## config.mk

```make
export PLATFORM = sky130hd
export DESIGN_NAME = smb_blk_slave
export DESIGN_NICKNAME = d
export VERILOG_FILES = /design/src/rtl/smb_blk_pkg.sv /design/src/rtl/smb_line_filt.sv /design/src/rtl/smb_bus_cond.sv /design/src/rtl/smb_blk_fsm.sv /design/src/rtl/smb_blk_slave.sv
export SDC_FILE = /design/constraint.sdc
export NUM_CORES = 1
export LEC_CHECK = 0
export BUFFER_PORTS_ARGS = -buffer_cell sky130_fd_sc_hd__buf_2
export CAP_MARGIN = 20
export CORE_MARGIN = 5
export CORE_UTILIZATION = 55
export CTS_BUF_LIST = sky130_fd_sc_hd__clkbuf_8
export CTS_CLUSTER_SIZE = 25
export DETAILED_ROUTE_END_ITERATION = 8
export GPL_TIMING_DRIVEN = 0
export PLACE_DENSITY = 0.76
export REMOVE_ABC_BUFFERS = 1
export SLEW_MARGIN = 0
export SYNTH_ARGS = -nofsm -noshare
export SYNTH_HDL_FRONTEND = slang
export SYNTH_HIERARCHICAL = 1
export SYNTH_SLANG_ARGS = --single-unit
export TNS_END_PERCENT = 20
```

## constraint.sdc

```tcl
create_clock -name clk_i -period 2.97 [get_ports clk_i]
set_input_delay 0.4455 -clock clk_i [delete_from_list [all_inputs] [get_ports clk_i]]
set_output_delay 0.4455 -clock clk_i [all_outputs]
set_load 0.005 [all_outputs]
```

## src/rtl/smb_blk_pkg.sv

```systemverilog
package smb_blk_pkg;
  typedef enum logic [2:0] {
    ST_IDLE, ST_ADDR, ST_IDX, ST_CNT, ST_WR, ST_RD, ST_SKIP
  } smb_st_e;
endpackage

```

## src/rtl/smb_line_filt.sv

```systemverilog
module smb_line_filt #(
  parameter int FILT_LEN = 3
) (
  input  logic clk_i,
  input  logic rst_ni,
  input  logic line_i,
  output logic line_o
);
  localparam int CW = $clog2(FILT_LEN + 1);

  logic          s1_q, s2_q;
  logic [CW-1:0] cnt_q;

  always_ff @(posedge clk_i or negedge rst_ni) begin
    if (!rst_ni) begin
      s1_q   <= 1'b1;
      s2_q   <= 1'b1;
      cnt_q  <= '0;
      line_o <= 1'b1;
    end else begin
      s1_q <= line_i;
      s2_q <= s1_q;
      if (s2_q == line_o) begin
        cnt_q <= '0;
      end else if (cnt_q == CW'(FILT_LEN - 1)) begin
        line_o <= s2_q;
        cnt_q  <= '0;
      end else begin
        cnt_q <= cnt_q + 1'b1;
      end
    end
  end

  // output only follows a level the synchronizer presented
  p_filt_follow_r11: assert property (@(posedge clk_i) disable iff (!rst_ni)
    (line_o != $past(line_o)) |-> ($past(s2_q) == line_o));
endmodule

```

## src/rtl/smb_bus_cond.sv

```systemverilog
module smb_bus_cond (
  input  logic clk_i,
  input  logic rst_ni,
  input  logic scl_i,
  input  logic sda_i,
  output logic start_o,
  output logic stop_o,
  output logic rise_o,
  output logic fall_o
);
  logic scl_q, sda_q;

  always_ff @(posedge clk_i or negedge rst_ni) begin
    if (!rst_ni) begin
      scl_q <= 1'b1;
      sda_q <= 1'b1;
    end else begin
      scl_q <= scl_i;
      sda_q <= sda_i;
    end
  end

  assign start_o = scl_i & scl_q & sda_q & ~sda_i;
  assign stop_o  = scl_i & scl_q & ~sda_q & sda_i;
  assign rise_o  = scl_i & ~scl_q;
  assign fall_o  = ~scl_i & scl_q;
endmodule

```

## src/rtl/smb_blk_fsm.sv

```systemverilog
module smb_blk_fsm
  import smb_blk_pkg::*;
#(
  parameter logic [6:0] DEV_ADDR = 7'h6A,
  parameter int         NREG     = 7,
  parameter int         AW       = 3
) (
  input  logic          clk_i,
  input  logic          rst_ni,
  input  logic          scl_i,
  input  logic          sda_i,
  input  logic          start_i,
  input  logic          stop_i,
  input  logic          rise_i,
  input  logic          fall_i,
  input  logic [7:0]    rdata_i,
  output logic          pull_o,
  output logic [AW-1:0] addr_o,
  output logic [7:0]    wdata_o,
  output logic          we_o
);
  localparam logic [7:0] NREG8 = 8'(NREG);

  smb_st_e       st_q, nxt_q;
  logic          ack_ph_q;
  logic [3:0]    bit_q;
  logic [7:0]    rx_q, tx_q, ld_q, cnt_q, rem_q;
  logic [AW-1:0] ptr_q, wa_q;
  logic [7:0]    idx_mod;

  assign idx_mod = rx_q % NREG8;

  function automatic logic [AW-1:0] inc(input logic [AW-1:0] p);
    return (p == AW'(NREG - 1)) ? '0 : p + 1'b1;
  endfunction

  always_ff @(posedge clk_i or negedge rst_ni) begin
    if (!rst_ni) begin
      st_q <= ST_IDLE; nxt_q <= ST_IDLE; ack_ph_q <= 1'b0; bit_q <= '0;
      rx_q <= '0; tx_q <= '0; ld_q <= '0; cnt_q <= NREG8; rem_q <= '0;
      ptr_q <= '0; wa_q <= '0; wdata_o <= '0; we_o <= 1'b0; pull_o <= 1'b0;
    end else begin
      we_o <= 1'b0;
      if (start_i) begin
        st_q <= ST_ADDR; ack_ph_q <= 1'b0; bit_q <= '0; pull_o <= 1'b0;
      end else if (stop_i) begin
        st_q <= ST_IDLE; ack_ph_q <= 1'b0; bit_q <= '0; pull_o <= 1'b0;
      end else begin
        unique case (st_q)
          ST_ADDR, ST_IDX, ST_CNT, ST_WR: begin
            if (!ack_ph_q) begin
              if (rise_i) begin
                rx_q  <= {rx_q[6:0], sda_i};
                bit_q <= bit_q + 1'b1;
              end else if (fall_i && bit_q == 4'd8) begin
                ack_ph_q <= 1'b1;
                bit_q    <= '0;
                unique case (st_q)
                  ST_ADDR: begin
                    if (rx_q[7:1] == DEV_ADDR) begin
                      pull_o <= 1'b1;
                      nxt_q  <= rx_q[0] ? ST_RD : ST_IDX;
                      ld_q   <= cnt_q;
                    end else begin
                      nxt_q <= ST_SKIP;
                    end
                  end
                  ST_IDX: begin
                    ptr_q <= idx_mod[AW-1:0]; pull_o <= 1'b1; nxt_q <= ST_CNT;
                  end
                  ST_CNT: begin
                    cnt_q <= rx_q; rem_q <= rx_q; pull_o <= 1'b1; nxt_q <= ST_WR;
                  end
                  default: begin
                    nxt_q <= ST_WR;
                    if (rem_q != '0) begin
                      we_o <= 1'b1; wa_q <= ptr_q; wdata_o <= rx_q;
                      ptr_q <= inc(ptr_q); rem_q <= rem_q - 1'b1; pull_o <= 1'b1;
                    end
                  end
                endcase
              end
            end else if (fall_i) begin
              ack_ph_q <= 1'b0;
              st_q     <= nxt_q;
              if (nxt_q == ST_RD) begin
                pull_o <= ~ld_q[7];
                tx_q   <= {ld_q[6:0], 1'b0};
                bit_q  <= 4'd1;
              end else begin
                pull_o <= 1'b0;
              end
            end
          end
          ST_RD: begin
            if (!ack_ph_q) begin
              if (fall_i) begin
                if (bit_q == 4'd8) begin
                  pull_o <= 1'b0; ack_ph_q <= 1'b1; bit_q <= '0;
                end else begin
                  pull_o <= ~tx_q[7]; tx_q <= {tx_q[6:0], 1'b0}; bit_q <= bit_q + 1'b1;
                end
              end
            end else if (rise_i) begin
              if (sda_i) begin
                st_q <= ST_SKIP; ack_ph_q <= 1'b0;
              end else begin
                ld_q <= rdata_i; ptr_q <= inc(ptr_q);
              end
            end else if (fall_i) begin
              ack_ph_q <= 1'b0;
              pull_o   <= ~ld_q[7];
              tx_q     <= {ld_q[6:0], 1'b0};
              bit_q    <= 4'd1;
            end
          end
          default: ;
        endcase
      end
    end
  end

  assign addr_o = we_o ? wa_q : ptr_q;

  p_drive_scl_low_r8: assert property (@(posedge clk_i) disable iff (!rst_ni)
    (pull_o != $past(pull_o)) |-> (!$past(scl_i) || $past(start_i) || $past(stop_i)));
  p_skip_quiet_r2: assert property (@(posedge clk_i) disable iff (!rst_ni)
    (st_q == ST_SKIP) |-> !pull_o);
  p_we_pulse_r3: assert property (@(posedge clk_i) disable iff (!rst_ni)
    we_o |=> !we_o);
  p_addr_range_r5: assert property (@(posedge clk_i) disable iff (!rst_ni)
    32'(addr_o) < NREG);
endmodule

```

## src/rtl/smb_blk_slave.sv

```systemverilog
module smb_blk_slave #(
  parameter logic [6:0] DEV_ADDR = 7'h6A,
  parameter int         NREG     = 7,
  parameter int         FILT_LEN = 3,
  localparam int        AW       = $clog2(NREG)
) (
  input  logic          clk_i,
  input  logic          rst_ni,
  input  logic          scl_i,
  input  logic          sda_i,
  output logic          sda_pull_o,
  output logic [AW-1:0] reg_addr_o,
  output logic [7:0]    reg_wdata_o,
  output logic          reg_we_o,
  input  logic [7:0]    reg_rdata_i
);
  logic [1:0] raw, filt;
  logic       start, stop, rise, fall;

  assign raw = {scl_i, sda_i};

  for (genvar g = 0; g < 2; g++) begin : g_line
    smb_line_filt #(.FILT_LEN(FILT_LEN)) u_filt (
      .clk_i(clk_i), .rst_ni(rst_ni), .line_i(raw[g]), .line_o(filt[g])
    );
  end

  smb_bus_cond u_cond (
    .clk_i(clk_i), .rst_ni(rst_ni), .scl_i(filt[1]), .sda_i(filt[0]),
    .start_o(start), .stop_o(stop), .rise_o(rise), .fall_o(fall)
  );

  smb_blk_fsm #(.DEV_ADDR(DEV_ADDR), .NREG(NREG), .AW(AW)) u_fsm (
    .clk_i(clk_i), .rst_ni(rst_ni), .scl_i(filt[1]), .sda_i(filt[0]),
    .start_i(start), .stop_i(stop), .rise_i(rise), .fall_i(fall),
    .rdata_i(reg_rdata_i), .pull_o(sda_pull_o), .addr_o(reg_addr_o),
    .wdata_o(reg_wdata_o), .we_o(reg_we_o)
  );
endmodule

```

# After elaboration in Yosys (flattened, before gate mapping)
# Index checks and enable logic that the tools add are counted.
[word_totals] out_inout_bits=13 ff_bits=79 inputBits=12 wordCells=212
[classes] reduce_logical=23 muxes=95 addsub=5 n_eq_ne=43 n_bitwise=21 div=1
[op_table] cell="8-bit 2-to-1 mux" n=17
[op_table] cell="3-bit 2-to-1 mux" n=18
[op_table] cell="4-bit 2-to-1 mux" n=12
[op_table] cell="8-bit case mux with 2 select lines" n=3
[op_table] cell="1-bit 2-to-1 mux" n=33
[op_table] cell="3-bit case mux with 2 select lines" n=4
[op_table] cell="8-bit AND reduction" n=3
[op_table] cell="11-bit AND reduction" n=2
[op_table] cell="6-bit AND reduction" n=3
[op_table] cell="2-bit by 1-bit != test with 1-bit output, second input constant" n=8
[op_table] cell="4-bit by 3-bit != test with 1-bit output, second input constant" n=4
[op_table] cell="1-bit NOT" n=14
[op_table] cell="3-bit equality test, second input constant" n=4
[op_table] cell="6-bit by 4-bit != test with 1-bit output, second input constant" n=2
[op_table] cell="2-bit != test, second input constant" n=5
[op_table] cell="5-bit by 4-bit != test with 1-bit output, second input constant" n=2
[op_table] cell="5-bit != test, second input constant" n=2
[op_table] cell="9-bit AND reduction" n=1
[op_table] cell="8-bit by 3-bit remainder unit with 8-bit output, second input constant" n=1
[op_table] cell="2-bit 2-to-1 mux" n=4
[op_table] cell="4-bit != test, second input constant" n=2
[op_table] cell="4-bit case mux with 2 select lines" n=1
[op_table] cell="8-bit nonzero test" n=1
[op_table] cell="8-bit by 1-bit subtractor with 8-bit output, second input constant" n=1
[op_table] cell="other kinds (25)" n=41

# Depth between registers and ports, before layout
# Gate-level depths: netlist of the first run.
[depth] depth_word=9 ltp_mapped=14 ltp_nobuf=12

# Cells and area by module
# Netlist of the first run, hierarchy kept.
[modules_own_cells] module="smb_blk_fsm" cells_each=414 instances=1 area_each_um2=3955.0 seq_area_each_um2=1655.3
[modules_own_cells] module="smb_line_filt" cells_each=10 instances=2 area_each_um2=178.9 seq_area_each_um2=128.9
[modules_own_cells] module="smb_bus_cond" cells_each=6 instances=1 area_each_um2=87.6 seq_area_each_um2=52.6

# Least setup slack after synthesis of the first run
# Ideal clock, no wire load.
[synth_timing] kind="register -> register" startpoint="reg u_fsm.rx_q[6]" endpoint="reg u_fsm.ptr_q[0]" stages_incl_launch_ff=14 t_required_ns=2.875 slack_ns=-0.065 setup_time_ns=0.095 t_arrival_ns=2.939 period_less_slack_ns=3.035 path_cell_list="dfrtp_1 -> buf_4 -> o31a_2 -> a211oi_1 -> a221o_1 -> ha_1 -> inv_1 -> o41a_2 -> a21oi_1 -> a31o_2 -> ha_1 -> o311a_1 -> nor3_1 -> o31ai_1"
[synth_via] elab_chain_cells=6
[synth_lines] item="from (decl)" line_no="smb_blk_fsm.sv:27" text="logic [7:0] rx_q, tx_q, ld_q, cnt_q, rem_q;"
[synth_lines] item="from (signal assigned)" line_no="smb_blk_fsm.sv:53" text="rx_q <= {rx_q[6:0], sda_i};"
[synth_lines] item="8-bit by 3-bit remainder unit with 8-bit output" line_no="smb_blk_fsm.sv:31" text="assign idx_mod = rx_q % NREG8;"
[synth_lines] item="3-bit case mux with 2 select lines" line_no="smb_blk_fsm.sv:58" text="unique case (st_q)"
[synth_lines] item="3-bit 2-to-1 mux" line_no="smb_blk_fsm.sv:55" text="end else if (fall_i && bit_q == 4'd8) begin"
[synth_lines] item="3-bit 2-to-1 mux" line_no="smb_blk_fsm.sv:52" text="if (rise_i) begin"
[synth_lines] item="3-bit 2-to-1 mux" line_no="smb_blk_fsm.sv:51" text="if (!ack_ph_q) begin"
[synth_lines] item="3-bit case mux with 2 select lines" line_no="smb_blk_fsm.sv:49" text="unique case (st_q)"
[synth_lines] item="to (signal assigned)" line_no="smb_blk_fsm.sv:108" text="ld_q <= rdata_i; ptr_q <= inc(ptr_q);"
[synth_lines] item="to (decl)" line_no="smb_blk_fsm.sv:28" text="logic [AW-1:0] ptr_q, wa_q;"
# Every way passes these cells. The select of a mux whose other input is x is not followed.
# A chain may end at the register's enable or synchronous reset.

# Worst setup path in the final report of the first run
[layout_timing] startpoint="reg u_fsm.rx_q[3]" endpoint="reg u_fsm.ptr_q[1]"
# The elaborated chain is that of the path after synthesis.

==> results of run 1 <==
==> logic make-up (layout without fill, tap and decap cells) <==
| logic type | after synthesis | after routing | synth area share |
|---|---|---|---|
| AND/OR/NAND/NOR | 142 | 142 | 0.177 |
| adder cells (fa/ha/maj) | 5 | 5 | 0.0142 |
| flip-flops | 78 | 78 | 0.447 |
| XOR/XNOR | 5 | 5 | 0.0117 |
| buffers and inverters | 43 | 78 | 0.0495 |
| AO/OA/AOI/OAI | 122 | 122 | 0.188 |
| multiplexers | 45 | 45 | 0.113 |
==> through the flow <==
step | setup TNS, ns | instance area (um^2)
after CTS | -0.0577 | 4920
after global routing | -0.205 | 4940
after global placement | -1.63 | 4490
final | -0.0368 | 4940
after floorplan | -0.187 | 4240
after detailed placement | -1.75 | 4530
==> metal layers <==
metal | vias up | share of wire | global-route usage | wire, um
met4 | 0 | 0.011 | 0.0683 | 107
met3 | 17 | 0.051 | 0.0561 | 481
met5 | - | 0 | 0 | 0
li1 | 1670 | - | - | -
met1 | 1711 | 0.44 | 0.257 | 4180
met2 | 108 | 0.50 | 0.334 | 4750
==> sequential cells by signal, summed over array words and instances (netlist names) <==
register / cells
u_fsm/we_o: 1
g_line.u_filt/s2_q: 2
u_fsm/pull_o: 1
u_fsm/wa_q: 3
g_line.u_filt/cnt_q: 4
u_cond/sda_q: 1
u_fsm/ptr_q: 3
u_fsm/cnt_q: 8
u_fsm/st_q: 3
u_fsm/ack_ph_q: 1
u_fsm/rx_q: 8
g_line.u_filt/line_o: 2
u_fsm/rem_q: 8
g_line.u_filt/s1_q: 2
u_cond/scl_q: 1
u_fsm/nxt_q: 3
u_fsm/ld_q: 8
u_fsm/bit_q: 4
u_fsm/wdata_o: 8
u_fsm/tx_q: 7
==> report_power, final <==
part,switching [mW],internal (mW)
registers,0.176,1.21
clock network,0.370,0.378
logic,0.762,0.616
==> cell type report <==
type / instances / area, um^2
Fill cell: 644 / 2830
Inverter: 16 / 60.1
Sequential cell: 78 / 1980
Multi-Input combinational cell: 319 / 2280
Clock buffer: 9 / 124
Tap cell: 102 / 128
Clock inverter: 7 / 60.1
Timing Repair Buffer: 46 / 304
==> what timing repair did <==
action | CTS | global route
hold endpoints to repair | 0 | 0
endpoints found under the setup margin | 14 | 11
resized for setup | 16 | 4
setup buffers | 20 | 0
cloned | 0 | 0
pin swaps | 4 | 3
==> worst paths after layout <==
| path | start | endpoint | slack (ns) | depth (start not counted) |
|---|---|---|---|---|
| worst max register to register | u_fsm/rx_q[3] | u_fsm/ptr_q[1] | -0.04 | 14 |
| min in group clk_i | scl_i | g_line[1].u_filt/s1_q | 0.19 | 1 |
| worst min-delay path | rst_ni | u_fsm/st_q[1] | 0.07 | 1 |
| worst min register to register | g_line[1].u_filt/s1_q | g_line[1].u_filt/s2_q | 0.36 | 0 |
| max in group asynchronous | rst_ni | u_fsm/cnt_q[2] | 2.26 | 2 |
| worst max-delay path | u_fsm/rx_q[3] | u_fsm/ptr_q[1] | -0.04 | 14 |
==> layout by cell type (no fill, tap or decap), types with 5 or more instances in the layout <==
| cell | n |
|---|---|
| mux2_2 | 28 |
| inv_1 | 18 |
| nor2_1 | 43 |
| nand2_1 | 14 |
| dfrtp_1 | 62 |
| mux2i_1 | 15 |
| buf_4 | 21 |
| o21ai_0 | 18 |
| clkbuf_8 | 9 |
| or3_1 | 6 |
| dfstp_2 | 11 |
| o21ai_1 | 7 |
| o31ai_1 | 7 |
| nor3_1 | 20 |
| a21oi_1 | 37 |
| buf_2 | 23 |
| nor3b_1 | 5 |
| nand3_1 | 8 |
==> metrics.yaml, run 1 <==
fmax_mhz: 333
final_hold_viol_count: 0
cts-buffers-inserted: 9
placementRows: 32
worst-path-max-fanout: 7
syn_avg_cell_area_um2: 10.0
tightest_slew_ns: 0.742
postSynthCellCount: 440
pre_cts_ws_ns: -0.597
ios: 25
antenna_found_initial: 0
p_total_mw: 3.52
yosysWarnings: 6
grt_max_degree: 41
drive_gt1_frac: 0.297
ys.flop_type: "dfrtp_1"
wl_per_cell_um: 16.5
cts-root-buf: "clkbuf_8"
grt_pass1_vias: 3420
core_area_um2: 7770
synth_top_area_cell: "dfrtp_1"
area_growth_pct: 12.2
clock_sinks: 78
synth-edff-count: 0
synth.most_common_cell: "dfrtp_1"
critPathKind: "reg2reg"
dieArea_um2: 9890
io_buffer_count: 24
hpwl_mm: 6.12
overflow: 0
crit_chain: "buf_4 -> nor3_2 -> o32ai_1 -> a221o_1 -> ha_4 -> buf_4 -> o211ai_1 -> o41a_4 -> a21oi_2 -> a31o_2 -> ha_4 -> o311a_1 -> nor3_1 -> o31ai_1"
async_flop_share: 1.00
cp_data_arrival_time_ns: 3.24
cp_num_buf_inv: 2
post-route-min-period_ns: 3.01
synth_top_area_share: 0.381
dp_cells: 541
hp-class: "in2async"
rsz0062_at_grt: "yes"
synth_area_leaders: "dfrtp_1 38%, mux2_2 7.2%, dfstp_2 6.6%"
cts_hold_buf: 0
ys_seq_area_frac: 0.447
skew_ns: 0.0111
setup_viol: 1
slew_viol_final: 0
start_util: 0.567
violations: "negative setup slack"
routed_wl_mm: 9.52
insertedDiodeCount: 0
ir_worst_vdd_mv: 0.478
crit_required_ns: 3.20
clk_latency_ns: 0.35
viasPerCell: 6.08
grt_util_all_layers: 0.202
die_h_um: 99.4
startpoint_type: "flop"
relSlewSlack: 0.502
die_w_um: 99.4
slowest_stage: "dfrtp_4"
final_cells: 577
dr.pass1.iters: 5
hold_slack_ns: 0.0685
synth_area_um2: 4400
ant_nets: 0
grt_pass1_wl_mm: 16.2
powerDensity_nw_per_um2: 712
drc: 0
leakage_nw: 2.22
vias: 3506
ys_ff_latch: 78
endpoint_kind: "flop"
layout_setup_ws_ns: -0.0368
fin_nets: 487
synth_cell_types: 82
drt_iter0_drc: 209
cts_htree_levels: 3
cts_tree: "yes"
clkTransAtPathRegs_ns: 0.08
max_stage_delay_ns: 0.52
clock_path_buffers: 2
path_delay_family: "compound AO/OA/AOI/OAI gates"
utilization: 0.636
cap_violations: 0
ys_top_cells_by_count: "67 x dfrtp_1, 44 x nor2_1, 38 x a21oi_1, 28 x mux2_2, 22 x nor3_1"
min_period_over_period: 1.01
status: "complete, but fails checks"
globalplace.congestion: 0.840
Note: power is estimated with default switching activity, not from simulation.
==> run 2: changes to the inputs <==
- GPL_TIMING_DRIVEN: 0 -> unset
==> run 2 against run 1 <==
The flow now finishes without violations. Non-clock buffer count is 15 higher. Total power rose by 5.7%. Register-to-register slack gained 0.09 ns. Clock power rose by 3.3%. Design area up 3.1%. Sequential cell count stayed put. Combinational power rose by 14%. Die area is the same. Via count up 1.9%. Count of clock-buffer cells in the layout unchanged. Sequential power is essentially flat. Critical endpoint is now u_fsm/ptr_q[0]. Largest power group is now combinational logic.
==> metrics.yaml, run 2 (synthesis gave the netlist of run 1 again) <==
viasPerCell: 6.04  # -0.64%
slew_viol_final: 0  # unchanged
fin_nets: 502  # +3.1%
placed_cell_area_um2: 4700  # +3.7%
fin_setup_tns_ns: 0  # +0.0368 ns
clkTransAtPathRegs_ns: 0.08  # about the same
cts-root-buf: "clkbuf_8"
endpoint_kind: "flop"
io_buffer_count: 24  # unchanged
dp_cells: 564  # +4.3%
area_growth_pct: 15.7
clock_path_buffers: 2  # unchanged
dieArea_um2: 9890  # unchanged
start_util: 0.567  # unchanged
critPathKind: "reg2reg"
fmax_mhz: 342  # +2.9%
placementRows: 32  # unchanged
cp_data_arrival_time_ns: 3.17  # -0.07 ns
overflow: 0  # unchanged
worst-path-max-fanout: 6  # -1
crit_chain: "buf_4 -> a21oi_2 -> o32ai_2 -> a221o_1 -> ha_2 -> buf_4 -> o211ai_1 -> o41a_4 -> a21oi_2 -> a31o_2 -> ha_4 -> o311ai_4 -> a21oi_1 -> o31ai_1"
die_h_um: 99.4  # unchanged
utilization: 0.655  # +0.0198
grt_max_degree: 79  # +93%
tightest_slew_ns: 0.955  # +0.213 ns
multi_input_area_um2: 2310  # +1.4%
drc: 0  # unchanged
final_cell_mix: "62 x dfrtp_1, 44 x nor2_1, 37 x a21oi_1, 33 x buf_4, 28 x mux2_2"
postLayoutCellArea_um2: 5090  # +3.1%
cp_num_buf_inv: 2  # unchanged
relSlewSlack: 0.358  # -0.143
cts_htree_levels: 3  # unchanged
leakage_nw: 2.33  # +5.1%
cap_violations: 0  # unchanged
clk_latency_ns: 0.36  # about the same
dr.pass1.iters: 5  # unchanged
powerDensity_nw_per_um2: 730  # +2.6%
ant_nets: 0  # unchanged
drive_gt1_frac: 0.322  # +0.0256
skew_ns: 0.0103  # -0.000852 ns
path_delay_family: "compound AO/OA/AOI/OAI gates"
globalplace.congestion: 0.909  # +8.2%
wl_per_cell_um: 17.1  # +3.5%
ir_worst_vdd_mv: 0.454  # -5.0%
status: "complete, no violations"
crit_required_ns: 3.22  # +0.02 ns
slowest_stage: "dfrtp_2"
post-route-min-period_ns: 2.92  # -0.0858 ns
min_period_over_period: 0.983  # -0.0289
n_fill_cell: 608  # -5.6%
cts-buffers-inserted: 9  # unchanged
final_common_cell: "dfrtp_1"
max_stage_delay_ns: 0.45  # -0.07 ns
ff_latch_area_um2: 1970  # -0.51%
final_hold_viol_count: 0  # unchanged
grt_pass1_wl_mm: 16.4  # +0.98%
drt_iter0_drc: 262  # +25%
cts_tree: "yes"
pre_cts_ws_ns: -0.0989  # +0.498 ns
die_w_um: 99.4  # unchanged
hold_slack_ns: 0.186  # +0.117 ns
grt_pass1_vias: 3355  # -1.9%
grt_util_all_layers: 0.202  # -0.000330
antenna_found_initial: 0  # unchanged
cts_hold_buf: 0  # unchanged
core_area_um2: 7770  # unchanged
hp-class: "in2reg"
regToRegSetupSlack_ns: 0.05  # +0.09 ns
layout_setup_ws_ns: 0.0491  # +0.0858 ns
routed_wl_mm: 10.1  # +6.2%
final_cells: 592  # +2.6%
clock_sinks: 78  # unchanged
startpoint_type: "flop"
hpwl_mm: 6.78  # +11%
ios: 25  # unchanged
insertedDiodeCount: 0  # unchanged
vias: 3574  # +1.9%
setup_viol: 0  # -1
p_total_mw: 3.72  # +5.7%
-- run 2: worst paths after layout --
path,from,end,depth (start not counted)
setup / recovery,u_fsm/rx_q[6],u_fsm/ptr_q[0],14
hold reg to reg,g_line[0].u_filt/s1_q,g_line[0].u_filt/s2_q,0
max in group asynchronous,rst_ni,u_fsm/rx_q[6],1
setup reg to reg,u_fsm/rx_q[6],u_fsm/ptr_q[0],14
min in group asynchronous,rst_ni,g_line[1].u_filt/cnt_q[0],1
hold / removal,sda_i,g_line[0].u_filt/s1_q,1
-- run 2: layout make-up --
| cell class | instances | area share |
|---|---|---|
| Multi-Input combinational cell | 319 | 0.454 |
| Clock inverter | 7 | 0.0130 |
| Clock buffer | 9 | 0.0243 |
| Timing Repair Buffer | 61 | 0.0843 |
| Tap cell | 102 | 0.0251 |
| Sequential cell | 78 | 0.387 |
| Inverter | 16 | 0.0118 |
-- run 2: what timing repair did --
item | in CTS | in global routing
buffers inserted | 2 | 10
setup endpoints to repair | 2 | 3
gates cloned | 0 | 0
resized for setup | 5 | 20
pin swaps | 3 | 10
-- run 2: routing by layer --
| metal | global-route usage | wire length (um) |
|---|---|---|
| met5 | 0 | 0 |
| met4 | 0.0441 | 178 |
| met3 | 0.0498 | 633 |
| met2 | 0.326 | 4940 |
| met1 | 0.276 | 4360 |
-- run 2: worst register-to-register path, stage by stage (launching register included) --
cell and delay (ns):
dfrtp_2 0.45, buf_4 0.17, a21oi_2 0.15, o32ai_2 0.09
a221o_1 0.38, ha_2 0.20, buf_4 0.15, o211ai_1 0.10
o41a_4 0.21, a21oi_2 0.05, a31o_2 0.24, ha_4 0.18
o311ai_4 0.07, a21oi_1 0.12, o31ai_1 0.26
-- run 2: where the power goes --
| part | switching, mW | internal [mW] | total, mW | leakage, nW |
|---|---|---|---|---|
| clock network | 0.389 | 0.383 | 0.772 | 0.0982 |
| registers | 0.167 | 1.21 | 1.37 | 0.989 |
| logic | 0.863 | 0.710 | 1.57 | 1.24 |
==> run 3: changes to the inputs <==
- CAP_MARGIN: 20 -> unset
- PLACE_DENSITY: 0.76 -> 0.73
- clock period: 2.97 -> 3.25 ns (I/O delays scaled with it)
==> run 3 against run 2 <==
Worst setup slack better by 0.15 ns. Global-route usage grew 0.35 points. Design area shrank 4.0%. Total power fell by 13%. Sequential share of layout area rose by 1.6 points. Sequential power decreased by 9%. Count of clock-buffer cells in the layout increased by 1. Maximum frequency down 4.4%. Critical path type unchanged. Largest power group is now sequential cells.
==> metrics.yaml, run 3 (synthesis gave the netlist of run 1 again) <==
antenna_found_initial: 0  # unchanged
insertedDiodeCount: 0  # unchanged
grt_util_all_layers: 0.205  # +0.00354
final_hold_viol_count: 0  # unchanged
cts-buffers-inserted: 9  # unchanged
overflow: 0  # unchanged
grt_max_degree: 79  # unchanged
area_growth_pct: 11.1
ant_nets: 0  # unchanged
final_common_cell: "dfrtp_1"
cap_violations: 0  # unchanged
final_cells: 578  # -2.4%
slew_viol_final: 0  # unchanged
crit_required_ns: 3.50  # +0.28 ns
routed_wl_mm: 9.62  # -4.8%
hpwl_mm: 6.58  # -3.0%
final_cell_mix: "63 x dfrtp_1, 44 x nor2_1, 38 x a21oi_1, 28 x mux2_2"
grt_pass1_wl_mm: 16.6  # +1.5%
fmax_mhz: 327  # -4.4%
die_w_um: 99.4  # unchanged
io_buffer_count: 24  # unchanged
ff_latch_area_um2: 1970  # about the same
dieArea_um2: 9890  # unchanged
placementRows: 32  # unchanged
n_fill_cell: 644  # +5.9%
clock_sinks: 78  # unchanged
placed_cell_area_um2: 4590  # -2.3%
cts_htree_levels: 3  # unchanged
tightest_slew_ns: 1.11  # +0.158 ns
clock_path_buffers: 2  # unchanged
post-route-min-period_ns: 3.06  # +0.135 ns
skew_ns: 0.00870  # -0.00159 ns
relSlewSlack: 0.254  # -0.105
endpoint_kind: "flop"
grt_pass1_vias: 3434  # +2.4%
powerDensity_nw_per_um2: 658  # -9.9%
clkTransAtPathRegs_ns: 0.08  # about the same
wl_per_cell_um: 16.6  # -2.5%
clk_latency_ns: 0.35  # about the same
multi_input_area_um2: 2230  # -3.6%
globalplace.congestion: 0.841  # -7.5%
min_period_over_period: 0.940  # -0.0432
ir_worst_vdd_mv: 0.453  # -0.27%
drive_gt1_frac: 0.288  # -0.0346
hold_slack_ns: 0.233  # +0.0467 ns
postLayoutCellArea_um2: 4890  # -4.0%
core_area_um2: 7770  # unchanged
hp-class: "in2reg"
start_util: 0.567  # unchanged
critPathKind: "reg2reg"
leakage_nw: 2.22  # -4.8%
cts_tree: "yes"
dr.pass1.iters: 4  # -1
vias: 3464  # -3.1%
dp_cells: 551  # -2.3%
cp_data_arrival_time_ns: 3.31  # +0.14 ns
die_h_um: 99.4  # unchanged
setup_viol: 0  # unchanged
cts-root-buf: "clkbuf_8"
startpoint_type: "flop"
fin_nets: 488  # -2.8%
ios: 25  # unchanged
status: "complete, no violations"
drc: 0  # unchanged
viasPerCell: 5.99  # -0.73%
drt_iter0_drc: 201  # -23%
worst-path-max-fanout: 7  # +1
[run 3: cell types whose count changed in the layout (fill, tap and decap cells not counted), sizes merged]
cell | previous run | this run
inv | 19 | 17
clkinv | 1 | 3
clkinvlp | 2 | 1
dlymetal6s2s | 1 | 0
clkbuf | 9 | 11
buf | 60 | 46
[run 3: worst paths after layout]
kind,from,to,slack (ns),cells after the start
max reg2reg,u_fsm/rx_q[3],u_fsm/ptr_q[0],0.19,13
max in group asynchronous,rst_ni,u_fsm/rx_q[4],2.27,1
min in group asynchronous,rst_ni,g_line[1].u_filt/cnt_q[0],0.28,1
max,u_fsm/rx_q[3],u_fsm/ptr_q[0],0.19,13
min,sda_i,g_line[0].u_filt/s1_q,0.23,1
min reg2reg,g_line[0].u_filt/s1_q,g_line[0].u_filt/s2_q,0.36,0
[run 3: final cells by class]
class	count	area share
multi-input combinational	319	0.456
inverter	16	0.0123
tap	102	0.0261
timing repair buffer	47	0.0599
clock buffer	10	0.0282
clock inverter	6	0.0141
sequential	78	0.403
[run 3: repair_timing]
action,CTS,global route
setup endpoints to repair,0,2
gates resized for setup,0,5
buffers inserted,0,11
hold buffers,0,0
[run 3: where the power goes]
part / internal (mW) / switching [mW] / total [mW]
Combinational: 0.539 / 0.683 / 1.22
Sequential: 1.10 / 0.144 / 1.24
Clock: 0.380 / 0.369 / 0.749
Total: 2.02 / 1.20 / 3.22
[run 3: critical path, stage by stage (launching register included)]
cell and delay (ns):
dfrtp_2 0.43, clkbuf_2 0.18, nor2_1 0.08, o32ai_1 0.30
a221o_1 0.22, ha_1 0.17, inv_1 0.06, o41a_2 0.52
a21oi_1 0.17, a31o_2 0.14, ha_1 0.22, o311a_1 0.20
nor3_1 0.05, o31ai_1 0.21
[run 3: through the flow]
stage	utilization	worst slack, ns	power [mW]	setup TNS [ns]
after CTS	0.617	0.0874	3.12	0
after global routing	0.629	-0.0215	3.42	-0.0215
final	0.629	0.194	3.22	0
after detailed placement	0.591	0.101	2.36	0
after global placement	0.591	0.251	2.31	0
after floorplan	-	0.167	2.02	0
[run 3: routing by layer]
layer / vias up / global-route usage / wire, um
met3: 16 / 0.0519 / 387
met4: 0 / 0.0557 / 156
met2: 87 / 0.330 / 4580
li1: 1674 / - / -
met1: 1687 / 0.278 / 4500
met5: - / 0 / 0
